===== config.mk =====
export PLATFORM = sky130hd
export DESIGN_NAME = cfg_access_router
export DESIGN_NICKNAME = d
export VERILOG_FILES = /design/src/rtl/cfgr_pkg.sv /design/src/rtl/cfgr_route_decode.sv /design/src/rtl/cfgr_local_regs.sv /design/src/rtl/cfgr_ctrl.sv /design/src/rtl/cfg_access_router.sv
export SDC_FILE = /design/constraint.sdc
export NUM_CORES = 2
export LEC_CHECK = 0
export ABC_AREA = 1
export BUFFER_PORTS_ARGS = -buffer_cell sky130_fd_sc_hd__buf_4
export CORE_UTILIZATION = 55
export CTS_CLUSTER_SIZE = 25
export DETAILED_ROUTE_END_ITERATION = 10
export PLACE_DENSITY_LB_ADDON = 0.15
export SLEW_MARGIN = 15
export SYNTH_ARGS = -nofsm -noshare
export SYNTH_HDL_FRONTEND = slang
export SYNTH_SLANG_ARGS = --single-unit

===== constraint.sdc =====
create_clock -name clk -period 2.15 [get_ports clk]
set_input_delay 0 -clock clk [delete_from_list [all_inputs] [get_ports clk]]
set_output_delay 0 -clock clk [all_outputs]
set_load 0.005 [all_outputs]

===== src/rtl/cfgr_pkg.sv =====
package cfgr_pkg;

    localparam logic [15:0] CFGR_ADDR_PORT = 16'h0CF8;
    localparam logic [15:0] CFGR_DATA_PORT = 16'h0CFC;

    typedef enum logic [1:0] {
        ST_IDLE,
        ST_LOCAL,
        ST_EXT,
        ST_DONE
    } cfgr_state_e;

    typedef enum logic [1:0] {
        DST_NONE,
        DST_LOCAL,
        DST_HUB,
        DST_BRIDGE
    } cfgr_dest_e;

    typedef struct packed {
        cfgr_dest_e dest;
        logic       type1;
        logic [1:0] bank;
    } cfgr_route_t;

endpackage


===== src/rtl/cfgr_route_decode.sv =====
module cfgr_route_decode
    import cfgr_pkg::*;
#(
    parameter int BUS_W    = 8,
    parameter int DEV_W    = 5,
    parameter int HUB_DEV  = 0,
    parameter int BRG_DEV  = 1,
    parameter int TEST_DEV = 6
) (
    input  logic [BUS_W-1:0] bus,
    input  logic [DEV_W-1:0] dev,
    input  logic [BUS_W-1:0] sec_bus,
    input  logic [BUS_W-1:0] sub_bus,
    output cfgr_route_t      route
);

    localparam logic [DEV_W-1:0] D_HUB  = DEV_W'(HUB_DEV);
    localparam logic [DEV_W-1:0] D_BRG  = DEV_W'(BRG_DEV);
    localparam logic [DEV_W-1:0] D_TEST = DEV_W'(TEST_DEV);

    logic bus_zero;
    logic in_range;

    assign bus_zero = (bus == '0);
    assign in_range = (bus >= sec_bus) && (bus <= sub_bus);

    always_comb begin
        route = '{dest: DST_HUB, type1: 1'b1, bank: 2'd0};
        if (bus_zero) begin
            route.type1 = 1'b0;
            if (dev == D_HUB) begin
                route.dest = DST_LOCAL;
                route.bank = 2'd0;
            end else if (dev == D_BRG) begin
                route.dest = DST_LOCAL;
                route.bank = 2'd1;
            end else if (dev == D_TEST) begin
                route.dest = DST_LOCAL;
                route.bank = 2'd2;
            end
        end else if (in_range) begin
            route.dest  = DST_BRIDGE;
            route.type1 = (bus != sec_bus);
        end
    end

endmodule


===== src/rtl/cfgr_local_regs.sv =====
module cfgr_local_regs #(
    parameter int DWORDS  = 16,
    parameter int BUS_W   = 8,
    parameter int BRG_IDX = 6
) (
    input  logic                      clk,
    input  logic                      rst_n,
    input  logic                      acc_en,
    input  logic                      acc_wr,
    input  logic [1:0]                bank,
    input  logic [$clog2(DWORDS)-1:0] idx,
    input  logic [3:0]                be,
    input  logic [31:0]               wdata,
    output logic [31:0]               rdata,
    output logic [BUS_W-1:0]          sec_bus,
    output logic [BUS_W-1:0]          sub_bus
);

    localparam int NBANKS = 3;
    localparam int LANES  = 4;

    logic [31:0] mem [NBANKS][DWORDS];

    always_ff @(posedge clk or negedge rst_n) begin
        if (!rst_n) begin
            for (int b = 0; b < NBANKS; b++) begin
                for (int w = 0; w < DWORDS; w++) begin
                    mem[b][w] <= '0;
                end
            end
        end else if (acc_en && acc_wr && (bank < 2'(NBANKS))) begin
            for (int l = 0; l < LANES; l++) begin
                if (be[l]) begin
                    mem[bank][idx][l*8 +: 8] <= wdata[l*8 +: 8];
                end
            end
        end
    end

    assign rdata   = (bank < 2'(NBANKS)) ? mem[bank][idx] : '1;
    assign sec_bus = mem[1][BRG_IDX][8  +: BUS_W];
    assign sub_bus = mem[1][BRG_IDX][16 +: BUS_W];

    AST_SEC_UPDATE: assert property (@(posedge clk) disable iff (!rst_n)
        acc_en && acc_wr && bank == 2'd1 && idx == ($clog2(DWORDS))'(BRG_IDX) && be[1]
        |=> sec_bus == $past(wdata[15:8]));

    AST_SUB_UPDATE: assert property (@(posedge clk) disable iff (!rst_n)
        acc_en && acc_wr && bank == 2'd1 && idx == ($clog2(DWORDS))'(BRG_IDX) && be[2]
        |=> sub_bus == $past(wdata[23:16]));

endmodule


===== src/rtl/cfgr_ctrl.sv =====
module cfgr_ctrl
    import cfgr_pkg::*;
#(
    parameter int IDX_W = 4
) (
    input  logic              clk,
    input  logic              rst_n,
    input  logic              io_req,
    input  logic              io_wr,
    input  logic [15:0]       io_addr,
    input  logic [3:0]        io_be,
    input  logic [31:0]       io_wdata,
    output logic              io_ack,
    output logic [31:0]       io_rdata,
    input  cfgr_route_t       route,
    output logic [31:0]       addr_q,
    output logic              loc_en,
    output logic              loc_wr,
    output logic [1:0]        loc_bank,
    output logic [IDX_W-1:0]  loc_idx,
    output logic [3:0]        loc_be,
    output logic [31:0]       loc_wdata,
    input  logic [31:0]       loc_rdata,
    output logic              cfg_valid,
    output logic              cfg_to_bridge,
    output logic              cfg_type1,
    output logic              cfg_write,
    output logic [7:0]        cfg_bus,
    output logic [4:0]        cfg_dev,
    output logic [2:0]        cfg_func,
    output logic [5:0]        cfg_reg,
    output logic [3:0]        cfg_be,
    output logic [31:0]       cfg_wdata,
    input  logic              cfg_done,
    input  logic [31:0]       cfg_rdata
);

    cfgr_state_e state, state_nx;

    logic        hit_addr;
    logic        hit_data;
    logic [6:0]  be_wide;
    logic [31:0] wd_shift;

    logic        op_wr;
    logic [1:0]  op_lane;
    logic [3:0]  op_be;
    logic [31:0] op_wdata;
    cfgr_route_t op_route;
    logic [31:0] rdata_q;

    assign hit_addr = (io_addr == CFGR_ADDR_PORT) && (io_be == 4'hF);
    assign hit_data = (io_addr[15:2] == CFGR_DATA_PORT[15:2]);
    assign be_wide  = {3'b000, io_be} << io_addr[1:0];
    assign wd_shift = io_wdata << {io_addr[1:0], 3'b000};

    always_ff @(posedge clk or negedge rst_n) begin
        if (!rst_n) state <= ST_IDLE;
        else        state <= state_nx;
    end

    always_comb begin
        state_nx = state;
        unique case (state)
            ST_IDLE: begin
                if (io_req) begin
                    if (hit_data && addr_q[31] && !hit_addr) begin
                        state_nx = (route.dest == DST_LOCAL) ? ST_LOCAL : ST_EXT;
                    end else begin
                        state_nx = ST_DONE;
                    end
                end
            end
            ST_LOCAL: state_nx = ST_DONE;
            ST_EXT:   if (cfg_done) state_nx = ST_DONE;
            ST_DONE:  state_nx = ST_IDLE;
            default:  state_nx = ST_IDLE;
        endcase
    end

    always_ff @(posedge clk or negedge rst_n) begin
        if (!rst_n) begin
            addr_q   <= '0;
            op_wr    <= 1'b0;
            op_lane  <= '0;
            op_be    <= '0;
            op_wdata <= '0;
            op_route <= '{dest: DST_NONE, type1: 1'b0, bank: 2'd0};
            rdata_q  <= '0;
        end else begin
            unique case (state)
                ST_IDLE: begin
                    if (io_req) begin
                        if (hit_addr) begin
                            if (io_wr) addr_q  <= io_wdata;
                            else       rdata_q <= addr_q;
                        end else if (hit_data && addr_q[31]) begin
                            op_wr    <= io_wr;
                            op_lane  <= io_addr[1:0];
                            op_be    <= be_wide[3:0];
                            op_wdata <= wd_shift;
                            op_route <= route;
                        end else begin
                            rdata_q <= '1;
                        end
                    end
                end
                ST_LOCAL: rdata_q <= loc_rdata >> {op_lane, 3'b000};
                ST_EXT:   if (cfg_done) rdata_q <= cfg_rdata >> {op_lane, 3'b000};
                ST_DONE:  ;
                default:  ;
            endcase
        end
    end

    always_comb begin
        io_ack        = (state == ST_DONE);
        io_rdata      = rdata_q;
        loc_en        = (state == ST_LOCAL);
        loc_wr        = op_wr;
        loc_bank      = op_route.bank;
        loc_idx       = addr_q[2 +: IDX_W];
        loc_be        = op_be;
        loc_wdata     = op_wdata;
        cfg_valid     = (state == ST_EXT);
        cfg_to_bridge = (op_route.dest == DST_BRIDGE);
        cfg_type1     = op_route.type1;
        cfg_write     = op_wr;
        cfg_bus       = addr_q[23:16];
        cfg_dev       = addr_q[15:11];
        cfg_func      = addr_q[10:8];
        cfg_reg       = addr_q[7:2];
        cfg_be        = op_be;
        cfg_wdata     = op_wdata;
    end

    AST_ACK_PULSE: assert property (@(posedge clk) disable iff (!rst_n)
        io_ack |=> !io_ack);

    AST_REQ_HOLD: assert property (@(posedge clk) disable iff (!rst_n)
        cfg_valid && !cfg_done |=> cfg_valid &&
            $stable({cfg_bus, cfg_dev, cfg_func, cfg_reg, cfg_be, cfg_wdata, cfg_write}));

    AST_DONE_ACK: assert property (@(posedge clk) disable iff (!rst_n)
        cfg_valid && cfg_done |=> io_ack && !cfg_valid);

    AST_OFF_NO_CFG: assert property (@(posedge clk) disable iff (!rst_n)
        state == ST_IDLE && io_req && hit_data && !addr_q[31] |=> io_ack && !cfg_valid);

    AST_NARROW_ADDR: assert property (@(posedge clk) disable iff (!rst_n)
        state == ST_IDLE && io_req && io_wr && io_addr == CFGR_ADDR_PORT && io_be != 4'hF
        |=> addr_q == $past(addr_q));

    AST_HUB_TYPE0_BUS0: assert property (@(posedge clk) disable iff (!rst_n)
        cfg_valid && !cfg_to_bridge && !cfg_type1 |-> cfg_bus == 8'd0);

endmodule


===== src/rtl/cfg_access_router.sv =====
module cfg_access_router
    import cfgr_pkg::*;
#(
    parameter int DWORDS   = 16,
    parameter int BRG_IDX  = 6,
    parameter int HUB_DEV  = 0,
    parameter int BRG_DEV  = 1,
    parameter int TEST_DEV = 6
) (
    input  logic        clk,
    input  logic        rst_n,
    input  logic        io_req,
    input  logic        io_wr,
    input  logic [15:0] io_addr,
    input  logic [3:0]  io_be,
    input  logic [31:0] io_wdata,
    output logic        io_ack,
    output logic [31:0] io_rdata,
    output logic        cfg_valid,
    output logic        cfg_to_bridge,
    output logic        cfg_type1,
    output logic        cfg_write,
    output logic [7:0]  cfg_bus,
    output logic [4:0]  cfg_dev,
    output logic [2:0]  cfg_func,
    output logic [5:0]  cfg_reg,
    output logic [3:0]  cfg_be,
    output logic [31:0] cfg_wdata,
    input  logic        cfg_done,
    input  logic [31:0] cfg_rdata
);

    localparam int IDX_W = $clog2(DWORDS);
    localparam int BUS_W = 8;

    cfgr_route_t      route;
    logic [31:0]      addr_q;
    logic             loc_en, loc_wr;
    logic [1:0]       loc_bank;
    logic [IDX_W-1:0] loc_idx;
    logic [3:0]       loc_be;
    logic [31:0]      loc_wdata, loc_rdata;
    logic [BUS_W-1:0] sec_bus, sub_bus;

    cfgr_route_decode #(
        .BUS_W(BUS_W), .DEV_W(5),
        .HUB_DEV(HUB_DEV), .BRG_DEV(BRG_DEV), .TEST_DEV(TEST_DEV)
    ) u_decode (
        .bus(addr_q[23:16]), .dev(addr_q[15:11]),
        .sec_bus(sec_bus), .sub_bus(sub_bus), .route(route)
    );

    cfgr_local_regs #(
        .DWORDS(DWORDS), .BUS_W(BUS_W), .BRG_IDX(BRG_IDX)
    ) u_regs (
        .clk(clk), .rst_n(rst_n), .acc_en(loc_en), .acc_wr(loc_wr),
        .bank(loc_bank), .idx(loc_idx), .be(loc_be), .wdata(loc_wdata),
        .rdata(loc_rdata), .sec_bus(sec_bus), .sub_bus(sub_bus)
    );

    cfgr_ctrl #(.IDX_W(IDX_W)) u_ctrl (
        .clk(clk), .rst_n(rst_n),
        .io_req(io_req), .io_wr(io_wr), .io_addr(io_addr), .io_be(io_be),
        .io_wdata(io_wdata), .io_ack(io_ack), .io_rdata(io_rdata),
        .route(route), .addr_q(addr_q),
        .loc_en(loc_en), .loc_wr(loc_wr), .loc_bank(loc_bank), .loc_idx(loc_idx),
        .loc_be(loc_be), .loc_wdata(loc_wdata), .loc_rdata(loc_rdata),
        .cfg_valid(cfg_valid), .cfg_to_bridge(cfg_to_bridge), .cfg_type1(cfg_type1),
        .cfg_write(cfg_write), .cfg_bus(cfg_bus), .cfg_dev(cfg_dev),
        .cfg_func(cfg_func), .cfg_reg(cfg_reg), .cfg_be(cfg_be),
        .cfg_wdata(cfg_wdata), .cfg_done(cfg_done), .cfg_rdata(cfg_rdata)
    );

    AST_BRIDGE_IN_RANGE: assert property (@(posedge clk) disable iff (!rst_n)
        cfg_valid && cfg_to_bridge |-> cfg_bus != 8'd0 && cfg_bus >= sec_bus && cfg_bus <= sub_bus);

    AST_LOCAL_NOT_EXT: assert property (@(posedge clk) disable iff (!rst_n)
        loc_en |-> !cfg_valid);

endmodule


==> results summary <==
The run finished, with violations left. The final reports fail on negative setup slack. The power density of the placed cells came out at between 700 and 800 nW/um^2. The later pin in the worst-skew pair is clocked with a latency of 830 ps. The number of warnings reported in the yosys synthesis log came out at 0. The number of cells traversed by the worst hold path came out at 4.

The residual DRC count came out at 0. The analysis attributes to cell leakage a power of roughly 44 nW. The endpoint class of the critical path is a register. In this design, the critical path's most frequently occurring cell is sky130_fd_sc_hd__nand2_1.

The core outline area is 136,000 um^2. The number of placed instances, taps included, is between 10,000 and 15,000. The area of combinational cells with multiple inputs is approximately 31,000 um^2. The top fanout value on the critical path is 12. The setup slack of the critical path after layout came out at -533 ps. For this run the aggregate overflow at the end of global routing stands at 0. Once layout is complete, the utilization of the core stands at a little under 70%. The via count of the first global-routing pass is just under 70,000. After floorplanning, the core was divided into between 100 and 150 placement rows. Of the cells placed in the final design, the portion with a size suffix greater than 1 is 16.2%. The kind of cell adding the most delay to the critical path is simple AND/OR/NAND/NOR gates. For this run, global-route usage on met2 was measured as 58.5%. The register-to-register setup slack is -530 ps.

The clock passes through at most 3 buffers. Synthesis produced ~9,600 cells. The clock-pin transition on the worst setup and hold timing paths came out at around 60 ps. The number of hold violations in the final report is 0. 0 antenna diodes ended up in the layout. The worst supply voltage drop on vdd is 0.617 mV. Leaving out filler cells and counting taps, the final layout contains 12,100. Dividing the detail-routed via count by the number of cells gives 5.96.

Across all layers, the routed design uses roughly 70,000 vias. In this run the most critical hold path is launched from io_wdata[4]. The final period demand of the worst path is between 2000 and 3000 ps. The final-stage net count is 10,300. The max-capacitance violation count came out at 0. The area taken by flip-flops and latches came out at between 40,000 and 50,000 um^2. The half-perimeter wire length after detailed placement came out at ~180,000 um. The longest individual stage delay on the worst path came out at between 500 and 600 ps.

The max-slew violation total from the final report came out at 0. The number of cells on the worst reg-to-reg path is 20. After detailed routing, the average wire length per cell comes to between 20 and 25 um.

The slew at the pin closest to its max-slew limit came out at 819 ps. The worst setup skew after layout is ~27 ps. The library cell used as clock root buffer is sky130_fd_sc_hd__clkbuf_16. TritonCTS built the clock tree. The global-route wire length before repair is ~420,000 um. The highest clock rate is ~370 MHz. The cell area after layout came out at ~94,000 um^2. The share of the cycle needed by the critical path after routing is 125%. The critical path goes through inv_6, nor2_8, buf_4, buf_12, buf_16, nand2_2, nand3_2, nand2_2, nand2_1, nor2_1, nor2_1, nor2_2, nand2_2, buf_12, nand3_1, nand2_1, nand2_1, nand3_1, nand2_1, inv_1. The count of input and output buffers came out at 183. The routed design has ~280,000 um of wire. The iteration count of the initial detailed-routing pass came out at 9. The worst setup path is launched from a register.

The net count of the mapped netlist came out at 9,670. Setup repair after global routing could not meet its margin everywhere. The path with the worst hold slack has its endpoint at u_ctrl.addr_q[4]. The overall power of the completed layout is 68.7 mW. The overall die area came out at about 140,000 um^2. The cell depth of the worst setup path came out at 20. The maximum number of pins on one net before global-route repair is 97.

In the final timing run, aggregate negative setup slack is -432,040 ps. The critical path contains buffers and inverters numbering 6 combined. For this design, the slowest cell found on the critical path is sky130_fd_sc_hd__dfrtp_4. The met3 usage came out at around 11%. The total standard cell area after synthesis came out at 75,600 um^2. At the placement stage, the worst setup path has a slack of -742 ps. The number of nets with antenna violations after routing came out at 0. For met1 alone, demand over resource in global routing was between 50 and 60%. The classification of the worst setup path is reg -> reg.

met2 is the most crowded layer. The total routing resource utilization after global routing is around two fifths. The level count of the clock H-tree is 4.

The routability-driven placement congestion ratio came out at approximately 0.98. In this run, synthesis produced a sequential element count of 1,646. In this run the count of I/O pins placed on the die edge is roughly 180.

Compared with the post-synthesis result, the final layout area differs by 24.0%. For this design, the sink count on the clock tree is roughly 1,600. The worst slew margin relative to its limit came out at about 45%. The number of distinct library cell variants in the gate-level netlist after synthesis is 39. The part of the Yosys area used for sequential elements is between 50% and 60%.

The tightest min-delay check is of the in -> reg type. The standard cell area after detailed placement is between 80,000 and 90,000 um^2. The post-synthesis average cell area is 7.90 um^2.

Across all hold checks on the routed design, the worst slack comes to ~63 ps. The number of clock buffers inserted by TritonCTS came out at ~180. The number of filler instances in the final layout is approximately 11,000. The start of the worst register-to-register path is u_ctrl.loc_bank[0]. The effective utilization at floorplan came out at between 50% and 60%. Setup violations remaining at the end of the flow were counted as 1,588. The data required time of the worst path is 2860 ps. The endpoint identified for the worst register-to-register timing path is u_ctrl.io_rdata[3]. The number of antenna violations at the first check in global routing was 5. The first routing iteration left around 9,500 violations. The overall die width came out at roughly 370 um. The overall die height came out at between 300 and 400 um. The endpoint arrival time on the critical path came out at 3400 ps.
## worst max-delay path by stage
stage                                  start                  end  slack [ps]
after CTS                 u_ctrl.loc_bank[0]  u_ctrl.io_rdata[18]        -500
after detailed placement  u_ctrl.loc_bank[1]   u_ctrl.io_rdata[4]        -740
final                     u_ctrl.loc_bank[0]   u_ctrl.io_rdata[3]        -530
after floorplan              u_ctrl.state[0]  u_ctrl.io_rdata[24]          90
after global placement    u_ctrl.loc_bank[1]   u_ctrl.io_rdata[4]        -790
after global routing      u_ctrl.loc_bank[0]   u_ctrl.io_rdata[5]        -620
## repair_timing
action | in CTS | in global routing
pin swaps | 23 | 97
hold buffers | 110 | 0
hold endpoints to repair | 1756 | 0
gates cloned | 11 | 11
gates resized for setup | 163 | 228
endpoints found under the setup margin | 1578 | 1612
buffers inserted | 16 | 20
## worst register-to-register path, stage by stage, from the launching register on
cell                      delay, ps
sky130_fd_sc_hd__dfrtp_4        560
sky130_fd_sc_hd__inv_6          110
sky130_fd_sc_hd__nor2_8          50
sky130_fd_sc_hd__buf_4          150
sky130_fd_sc_hd__buf_12         160
sky130_fd_sc_hd__buf_16         170
sky130_fd_sc_hd__nand2_2         80
sky130_fd_sc_hd__nand3_2        100
sky130_fd_sc_hd__nand2_2         70
sky130_fd_sc_hd__nand2_1         90
sky130_fd_sc_hd__nor2_1         150
sky130_fd_sc_hd__nor2_1          70
sky130_fd_sc_hd__nor2_2         170
sky130_fd_sc_hd__nand2_2        100
sky130_fd_sc_hd__buf_12         150
sky130_fd_sc_hd__nand3_1         70
sky130_fd_sc_hd__nand2_1         80
sky130_fd_sc_hd__nand2_1         70
sky130_fd_sc_hd__nand3_1         80
sky130_fd_sc_hd__nand2_1         60
sky130_fd_sc_hd__inv_1           40
## Yosys cell counts
master / count / area share [%]
sky130_fd_sc_hd__buf_1: 26 / 0.13
sky130_fd_sc_hd__o21a_1: 1 / 0.0099
sky130_fd_sc_hd__and2_1: 1 / 0.0083
sky130_fd_sc_hd__inv_1: 155 / 0.77
sky130_fd_sc_hd__nor2_8: 3 / 0.079
sky130_fd_sc_hd__nand3b_1: 1 / 0.0099
sky130_fd_sc_hd__mux2_2: 8 / 0.12
sky130_fd_sc_hd__nand3_2: 11 / 0.15
sky130_fd_sc_hd__a211oi_1: 1 / 0.0099
sky130_fd_sc_hd__o211ai_1: 5 / 0.050
sky130_fd_sc_hd__nor2_4: 2 / 0.030
sky130_fd_sc_hd__o21ai_1: 20 / 0.13
sky130_fd_sc_hd__buf_4: 41 / 0.41
sky130_fd_sc_hd__nand2_2: 4 / 0.033
sky130_fd_sc_hd__ha_1: 20 / 0.33
sky130_fd_sc_hd__nor4_1: 7 / 0.058
sky130_fd_sc_hd__buf_6: 7 / 0.10
sky130_fd_sc_hd__o21bai_1: 1 / 0.0099
sky130_fd_sc_hd__a31oi_1: 18 / 0.15
sky130_fd_sc_hd__inv_4: 1 / 0.0083
sky130_fd_sc_hd__or2_2: 50 / 0.41
sky130_fd_sc_hd__nand2_4: 1 / 0.015
sky130_fd_sc_hd__a21oi_1: 74 / 0.49
sky130_fd_sc_hd__inv_2: 8 / 0.040
sky130_fd_sc_hd__clkinv_1: 2 / 0.0099
sky130_fd_sc_hd__nor3_4: 8 / 0.17
sky130_fd_sc_hd__o22ai_1: 17 / 0.14
sky130_fd_sc_hd__nand3_1: 922 / 6.1
sky130_fd_sc_hd__nor3_1: 7 / 0.046
sky130_fd_sc_hd__nor2_1: 253 / 1.3
sky130_fd_sc_hd__o31ai_1: 1 / 0.0099
sky130_fd_sc_hd__nand2_1: 3938 / 20
sky130_fd_sc_hd__o21ai_0: 1612 / 11
sky130_fd_sc_hd__buf_2: 235 / 1.6
sky130_fd_sc_hd__nor2_2: 4 / 0.033
sky130_fd_sc_hd__nand4_1: 35 / 0.29
sky130_fd_sc_hd__clkbuf_1: 414 / 2.1
sky130_fd_sc_hd__a22o_1: 1 / 0.012
sky130_fd_sc_hd__dfrtp_1: 1646 / 55
## where the power goes
| part | leakage [nW] | internal [mW] | switching (mW) |
|---|---|---|---|
| clock network | 2.97 | 18.6 | 13.0 |
| registers | 22.8 | 31.3 | 0.337 |
| logic | 18.5 | 2.16 | 3.32 |
## placed cells by master (no fill, tap or decap), types with 50 or more instances in the layout
master	instances
sky130_fd_sc_hd__clkbuf_16	191
sky130_fd_sc_hd__buf_12	191
sky130_fd_sc_hd__buf_6	52
sky130_fd_sc_hd__o21ai_0	1598
sky130_fd_sc_hd__buf_4	755
sky130_fd_sc_hd__or2_2	50
sky130_fd_sc_hd__dlygate4sd3_1	109
sky130_fd_sc_hd__nor2_2	66
sky130_fd_sc_hd__dfrtp_1	1640
sky130_fd_sc_hd__nor2_1	172
sky130_fd_sc_hd__a21oi_1	58
sky130_fd_sc_hd__inv_1	145
sky130_fd_sc_hd__nand3_1	881
sky130_fd_sc_hd__nand2_2	98
sky130_fd_sc_hd__nand2_1	3837
## layout make-up
class / instances / share of cell area (%)
Sequential cell: 1646 / 44.0
Multi-Input combinational cell: 7026 / 33.6
Timing Repair Buffer: 1148 / 13.0
Clock buffer: 266 / 5.63
Tap cell: 1781 / 2.38
Clock inverter: 56 / 0.777
Inverter: 166 / 0.686
## routing by layer
metal | part of all wire, % | routed length [um]
met1 | 39 | 109000
met2 | 44 | 121000
met3 | 12 | 33000
met4 | 5.4 | 15100
met5 | 0.0065 | 18
## state kept, by name, summed over array words and instances, names as in the netlist
signal,cells
u_ctrl.cfg_wdata,32
u_ctrl.op_route,2
u_regs.mem,1520
u_ctrl.cfg_type1,1
u_ctrl.state,2
u_ctrl.loc_bank,2
u_regs.sec_bus,8
u_regs.sub_bus,8
u_ctrl.op_lane,2
u_ctrl.io_rdata,32
u_ctrl.cfg_be,4
u_ctrl.addr_q,32
u_ctrl.cfg_write,1
## kinds of logic after synthesis
| logic type | count (synthesis) | share of synthesized area (%) |
|---|---|---|
| compound gates | 1751 | 11.7 |
| fa+ha+maj | 20 | 0.331 |
| buf+inv | 889 | 5.08 |
| flops | 1646 | 54.5 |
| mux | 8 | 0.119 |
| simple gates | 5247 | 28.3 |
No activity file was read; power rests on OpenSTA's default activity.
